### src/rtl/exc_seq_pkg.sv
package exc_seq_pkg;

    typedef enum logic [1:0] {
        PC_SEQ     = 2'd0,
        PC_HANDLER = 2'd1,
        PC_RESTORE = 2'd2,
        PC_RESET   = 2'd3
    } pc_src_e;

    typedef enum logic [1:0] {
        ACT_IDLE,
        ACT_ENTER,
        ACT_RESET,
        ACT_RETURN
    } act_e;

    typedef enum logic [1:0] {
        SRC_NONE,
        SRC_EXC,
        SRC_NMI,
        SRC_IRQ
    } src_e;

    typedef struct packed {
        act_e act;
        src_e src;
        logic take_nmi;
        logic take_irq;
    } decision_t;

    localparam int NUM_INT = 2;
    localparam int IDX_NMI = 0;
    localparam int IDX_IRQ = 1;

    function automatic pc_src_e act_to_src(act_e a);
        case (a)
            ACT_ENTER:  return PC_HANDLER;
            ACT_RESET:  return PC_RESET;
            ACT_RETURN: return PC_RESTORE;
            default:    return PC_SEQ;
        endcase
    endfunction

endpackage

### src/rtl/exc_pend_latch.sv
module exc_pend_latch #(
    parameter int N = 2
) (
    input  logic         clk,
    input  logic         rst,
    input  logic [N-1:0] req,
    input  logic [N-1:0] take,
    output logic [N-1:0] any
);
    logic [N-1:0] held_q;

    for (genvar i = 0; i < N; i++) begin : g_src
        assign any[i] = req[i] | held_q[i];
        always_ff @(posedge clk) begin
            if (rst) held_q[i] <= 1'b0;
            else     held_q[i] <= any[i] & ~take[i];
        end
    end
endmodule

### src/rtl/exc_arbiter.sv
module exc_arbiter
    import exc_seq_pkg::*;
(
    input  logic      exc_req,
    input  logic      exc_ubrk,
    input  logic      blk_exc,
    input  logic      blk_int,
    input  logic      low_power,
    input  logic      nmi_any,
    input  logic      nmi_unblock,
    input  logic      irq_any,
    input  logic      rte_exec,
    output decision_t dec
);
    logic nmi_ok, irq_ok;

    assign nmi_ok = nmi_any & (~blk_int | nmi_unblock | low_power);
    assign irq_ok = irq_any & (~blk_int | low_power);

    always_comb begin
        dec = '{act: ACT_IDLE, src: SRC_NONE, take_nmi: 1'b0, take_irq: 1'b0};
        if (exc_req) begin
            if (!blk_exc) begin
                dec.act = ACT_ENTER;
                dec.src = SRC_EXC;
            end else if (!exc_ubrk) begin
                dec.act = ACT_RESET;
            end
        end else if (nmi_ok) begin
            dec.act      = ACT_ENTER;
            dec.src      = SRC_NMI;
            dec.take_nmi = 1'b1;
        end else if (irq_ok) begin
            dec.act      = ACT_ENTER;
            dec.src      = SRC_IRQ;
            dec.take_irq = 1'b1;
        end else if (rte_exec) begin
            dec.act = ACT_RETURN;
        end
    end
endmodule

### src/rtl/exc_spc_sel.sv
module exc_spc_sel #(
    parameter int AW = 32
) (
    input  logic          reexec,
    input  logic [AW-1:0] cur_pc,
    input  logic [AW-1:0] nxt_pc,
    input  logic [AW-1:0] br_tgt,
    input  logic          is_dbranch,
    input  logic          in_dslot,
    input  logic [AW-1:0] dslot_br_pc,
    output logic [AW-1:0] spc_new
);
    logic [AW-1:0] rerun_pc, resume_pc;

    assign rerun_pc  = in_dslot   ? dslot_br_pc : cur_pc;
    assign resume_pc = is_dbranch ? br_tgt      : nxt_pc;
    assign spc_new   = reexec     ? rerun_pc    : resume_pc;
endmodule

### src/rtl/exc_seq_ctrl.sv
module exc_seq_ctrl
    import exc_seq_pkg::*;
#(
    parameter int          AW       = 32,
    parameter int          SRW      = 32,
    parameter int          CW       = 32,
    parameter int          BL_BIT   = 28,
    parameter int          MD_BIT   = 30,
    parameter logic [31:0] RST_CODE = 32'h0000_0020
) (
    input  logic           clk,
    input  logic           rst,
    input  logic           exc_req,
    input  logic           exc_complete,
    input  logic           exc_ubrk,
    input  logic           exc_fetch,
    input  logic [CW-1:0]  exc_code,
    input  logic           nmi_req,
    input  logic [CW-1:0]  nmi_code,
    input  logic           nmi_unblock,
    input  logic           irq_req,
    input  logic [CW-1:0]  irq_code,
    input  logic [AW-1:0]  cur_pc,
    input  logic [AW-1:0]  nxt_pc,
    input  logic [AW-1:0]  br_tgt,
    input  logic           is_dbranch,
    input  logic           in_dslot,
    input  logic [AW-1:0]  dslot_br_pc,
    input  logic           low_power,
    input  logic [SRW-1:0] sr_in,
    input  logic           rte_exec,
    output logic [1:0]     pc_src,
    output logic [AW-1:0]  pc_tgt,
    output logic           sr_we,
    output logic [SRW-1:0] sr_wdata,
    output logic [AW-1:0]  spc,
    output logic [SRW-1:0] ssr,
    output logic [CW-1:0]  evt,
    output logic           rst_req
);
    localparam logic [SRW-1:0] ENTRY_SET = (SRW'(1) << BL_BIT) | (SRW'(1) << MD_BIT);

    logic [AW-1:0]      spc_q, spc_new;
    logic [SRW-1:0]     ssr_q, pre_sr_q;
    logic [CW-1:0]      evt_q, code_sel;
    logic               slot_q, blk_exc;
    logic [NUM_INT-1:0] int_req, int_take, int_any;
    decision_t          dec;

    assign blk_exc = (slot_q && exc_fetch) ? pre_sr_q[BL_BIT] : sr_in[BL_BIT];

    assign int_req[IDX_NMI]  = nmi_req;
    assign int_req[IDX_IRQ]  = irq_req;
    assign int_take[IDX_NMI] = dec.take_nmi;
    assign int_take[IDX_IRQ] = dec.take_irq;

    exc_pend_latch #(.N(NUM_INT)) u_pend (
        .clk  (clk),
        .rst  (rst),
        .req  (int_req),
        .take (int_take),
        .any  (int_any)
    );

    exc_arbiter u_arb (
        .exc_req     (exc_req),
        .exc_ubrk    (exc_ubrk),
        .blk_exc     (blk_exc),
        .blk_int     (sr_in[BL_BIT]),
        .low_power   (low_power),
        .nmi_any     (int_any[IDX_NMI]),
        .nmi_unblock (nmi_unblock),
        .irq_any     (int_any[IDX_IRQ]),
        .rte_exec    (rte_exec),
        .dec         (dec)
    );

    exc_spc_sel #(.AW(AW)) u_spc (
        .reexec      (dec.src == SRC_EXC && !exc_complete),
        .cur_pc      (cur_pc),
        .nxt_pc      (nxt_pc),
        .br_tgt      (br_tgt),
        .is_dbranch  (is_dbranch),
        .in_dslot    (in_dslot),
        .dslot_br_pc (dslot_br_pc),
        .spc_new     (spc_new)
    );

    always_comb begin
        case (dec.src)
            SRC_NMI: code_sel = nmi_code;
            SRC_IRQ: code_sel = irq_code;
            default: code_sel = exc_code;
        endcase
    end

    assign pc_src   = act_to_src(dec.act);
    assign pc_tgt   = spc_q;
    assign sr_we    = (dec.act == ACT_ENTER) || (dec.act == ACT_RETURN);
    assign sr_wdata = (dec.act == ACT_RETURN) ? ssr_q : (sr_in | ENTRY_SET);
    assign rst_req  = (dec.act == ACT_RESET);

    always_ff @(posedge clk) begin
        if (rst) begin
            spc_q    <= '0;
            ssr_q    <= '0;
            evt_q    <= '0;
            pre_sr_q <= '0;
            slot_q   <= 1'b0;
        end else begin
            slot_q <= (dec.act == ACT_RETURN);
            case (dec.act)
                ACT_ENTER: begin
                    spc_q <= spc_new;
                    ssr_q <= sr_in;
                    evt_q <= code_sel;
                end
                ACT_RESET: begin
                    spc_q <= cur_pc;
                    evt_q <= CW'(RST_CODE);
                end
                ACT_RETURN: pre_sr_q <= sr_in;
                default: ;
            endcase
        end
    end

    assign spc = spc_q;
    assign ssr = ssr_q;
    assign evt = evt_q;
endmodule

### config.mk
export PLATFORM = sky130hd
export DESIGN_NAME = exc_seq_ctrl
export DESIGN_NICKNAME = d
export VERILOG_FILES = /design/src/rtl/exc_seq_pkg.sv /design/src/rtl/exc_pend_latch.sv /design/src/rtl/exc_arbiter.sv /design/src/rtl/exc_spc_sel.sv /design/src/rtl/exc_seq_ctrl.sv
export SDC_FILE = /design/constraint.sdc
export NUM_CORES = 1
export LEC_CHECK = 0
export ABC_AREA = 1
export CAP_MARGIN = 15
export CORE_AREA = 2 2 169 171
export CTS_BUF_LIST = sky130_fd_sc_hd__clkbuf_4
export DETAILED_ROUTE_END_ITERATION = 6
export DIE_AREA = 0 0 171 173
export HOLD_SLACK_MARGIN = 0.02
export PLACE_DENSITY = 0.56
export SKIP_CTS_REPAIR_TIMING = 1
export SYNTH_ARGS = -nofsm -noshare
export SYNTH_HDL_FRONTEND = slang
export SYNTH_SLANG_ARGS = --single-unit
export TNS_END_PERCENT = 1
### constraint.sdc
create_clock -name clk -period 2.64 [get_ports clk]
set_clock_uncertainty 0.2 [all_clocks]
set_input_delay 0.528 -clock clk [delete_from_list [all_inputs] [get_ports clk]]
set_output_delay 0.528 -clock clk [all_outputs]
set_load 0.01 [all_outputs]
==> impl_metrics.csv <==
group,metric,value,unit
cells_and_area,drive_gt1_share,14.44,%
power,p_leak,5.166,nW
timing,timing.hold.ws,0.1752,ns
cells_and_area,synthToLayoutAreaGrowth,81.95,%
floorplanning,core-area,27630,µm²
logic_synthesis,synth_seq_area_share,30.49,%
timing,final_hold_viol_count,0,
timing,rsz0062_at_grt,"true",
logic_synthesis,synth_edf_count,0,
clocking,clkTransAtPathRegs,0.18,ns
setup_path,endpoint_kind,"output port",
logic_synthesis,yosysWarnings,0,
timing,relSlewSlack,44.83,%
power,max-vdd-ir-drop,0.0002450,V
clocking,clockRootBuffer,"clkbuf_4",
clocking,htreeDepth,3,
placement,gp_congestion,0.8803,
min_path,hold_path_class,"input pin to register",
timing,worstMarginPinSlew,0.8256,ns
detailed_routing,drtIter0Drc,437,
floorplanning,die_x,171,µm
grt,antenna_found_initial,3,
grt,grt-ovfl-total,0,
setup_path,worstPathRequired,1.91,ns
cells_and_area,design_area,11950,µm²
cells_and_area,final_util,43.23,%
cells_and_area,nNetsFinal,1694,
detailed_routing,drt.antenna.violating_nets,0,
clocking,clk_path_buf_depth,2,
logic_synthesis,synth_ff_type,"dfxtp_1",
setup_path,start_kind,"register",
logic_synthesis,synthTopCellsByArea,"dfxtp_1 (30%), nand2_1 (15%), nand3_1 (12%)",
logic_synthesis,synth_top_area_share,30.49,%
floorplanning,io-pin-count,433,
placement,io_buffers,432,
grt,grt_pass1_wl,47.38,mm
detailed_routing,routed-via-count,8370,
logic_synthesis,synth_nets,1304,
grt,gr-usage-all-layers,20.57,%
floorplanning,initial_core_util,23.76,%
clocking,cts_tree,"done",
run_status,status,"finished, violations left",
timing,fmax,346.2,MHz
timing,setup_tns,-7.300,ns
setup_path,crit_arrival,2.16,ns
floorplanning,die_h,173,µm
logic_synthesis,syn_avg_cell_area,6.361,µm²
cells_and_area,stdcell_count,1809,
floorplanning,dieArea,29580,µm²
detailed_routing,firstDrtPassIters,4,
run,cap_violations,0,
placement,hpwl,23.58,mm
logic_synthesis,synthesis.instances,1032,
logic_synthesis,ys_seq_elements,100,
setup_path,crit_type,"register to output port",
clocking,clk_latency,0.48,ns
detailed_routing,wl_per_cell,17.79,µm
floorplanning,fp-row-count,61,
detailed_routing,drt_drc_violations_left,0,
timing,finalCritPeriodShare,109.4,%
run_status,failed_checks,"setup timing",
detailed_routing,wl,32.18,mm
logic_synthesis,synthDistinctLibCells,26,
clocking,cts_buffers,9,
setup_path,path_max_fanout,8,
logic_synthesis,postSynth.asyncResetShare,0,%
timing,finalMaxSlewViolations,0,
logic_synthesis,synth.cell_area,6565,µm²
detailed_routing,viasPerCell,4.627,
timing,fin_crit,2.888,ns
power,power_density,446.6,nW/µm²
logic_synthesis,synth_top_area_cell,"dfxtp_1",
timing,layout_setup_ws,-0.2484,ns
logic_synthesis,synth_common_cells,"nand2_1 (258), nand3_1 (162), dfxtp_1 (100)",
grt,grt_start_max_net_pins,61,
clocking,cts_sinks,100,
placement,post_dp_cell_area,11400,µm²
logic_synthesis,synth_most_common_cell,"nand2_1",
placement,dp_cells,1777,
grt,grt_pass1_vias,8132,
timing,finalSetupViolCount,53,
## report_power, final
group | internal (W) | total, W | switching, W
clock network | 0.000404 | 0.00101 | 0.000605
logic | 0.00131 | 0.00246 | 0.00115
registers | 0.00170 | 0.00186 | 0.000160
total | 0.00342 | 0.00533 | 0.00192
## per-layer routing
layer / part of all wire, % / GRT usage (%)
met1: 40 / 24.25
met2: 49 / 36.39
met3: 8.4 / 5.745
met4: 2.1 / 5.226
met5: 0 / 0
## cells in the final DEF, fill, tap and decap left out, types with 3 or more instances in the layout
cell / Yosys / layout
a21boi_0: 32 / 32
a21oi_1: 70 / 70
a22oi_1: 27 / 27
buf_12: 0 / 11
buf_2: 21 / 3
buf_4: 33 / 45
buf_6: 0 / 25
clkbuf_2: 0 / 7
clkbuf_4: 0 / 10
clkdlybuf4s50_1: 0 / 387
clkinv_1: 3 / 3
dfxtp_1: 100 / 97
dfxtp_2: 0 / 3
diode_2: 0 / 4
dlymetal6s2s_1: 0 / 10
inv_1: 67 / 63
inv_2: 12 / 14
mux2i_1: 32 / 32
nand2_1: 258 / 200
nand2_2: 2 / 52
nand2_4: 0 / 8
nand3_1: 162 / 159
nand3_4: 0 / 3
nand4_1: 31 / 31
nor2_1: 68 / 67
nor2_4: 2 / 5
o21ai_0: 39 / 39
## area by class of cell
class	instances	area (µm²)
timing repair inverter	3	43.79
timing repair buffer	491	4954
multi-input combinational	735	3953
fill	2935	15680
antenna	4	10.01
clock inverter	6	95.09
clock buffer	10	75.07
tap	378	473.0
sequential	100	2006
inverter	82	336.6
## cell families (layout without fill, tap and decap cells)
family                     after synthesis  after routing  share of synthesized area (%)
and+or+nand+nor                        529            529                          35.09
other                                    0              4                              0
muxes                                   32             32                          4.879
adders and majority gates                3              3                         0.5718
AOI/OAI and AO/OA                      171            171                          15.42
buffers and inverters                  197            592                          13.55
DFF                                    100            100                          30.49
## sequential cells by signal, summed over array words and instances (netlist names)
register	cells
evt	32
ssr	32
pre_sr_q	1
pc_tgt	32
slot_q	1
u_pend.held_q	2
## per-stage QoR
step / setup WS (ns) / power, W
6_report: -0.2484 / 0.005334
4_1_cts: -1.015 / 0.005322
3_3_place_gp: -0.9177 / 0.004271
2_1_floorplan: 0.002488 / 0.002948
3_5_place_dp: -1.014 / 0.004287
5_1_grt: -0.4103 / 0.005684
## path summary, 6_finish.rpt
path	from	cells past startpoint	slack, ns	end
max	slot_q	12	-0.25	sr_wdata[10]
min	rst	4	0.18	u_pend.held_q[1]
max reg2reg	slot_q	12	-0.02	pc_tgt[16]
min reg2reg	evt[2]	2	0.28	evt[2]
## worst max-delay path: stages, from the launching register on
cell,delay [ns]
dfxtp_2,0.39
nand2_2,0.07
nand2_2,0.08
nand3_4,0.10
o22ai_2,0.11
nand2_2,0.08
inv_2,0.09
ha_4,0.15
buf_12,0.19
clkbuf_16,0.18
nand2_1,0.06
nand2_2,0.07
buf_6,0.09
Note: power is estimated with default switching activity, not from simulation.
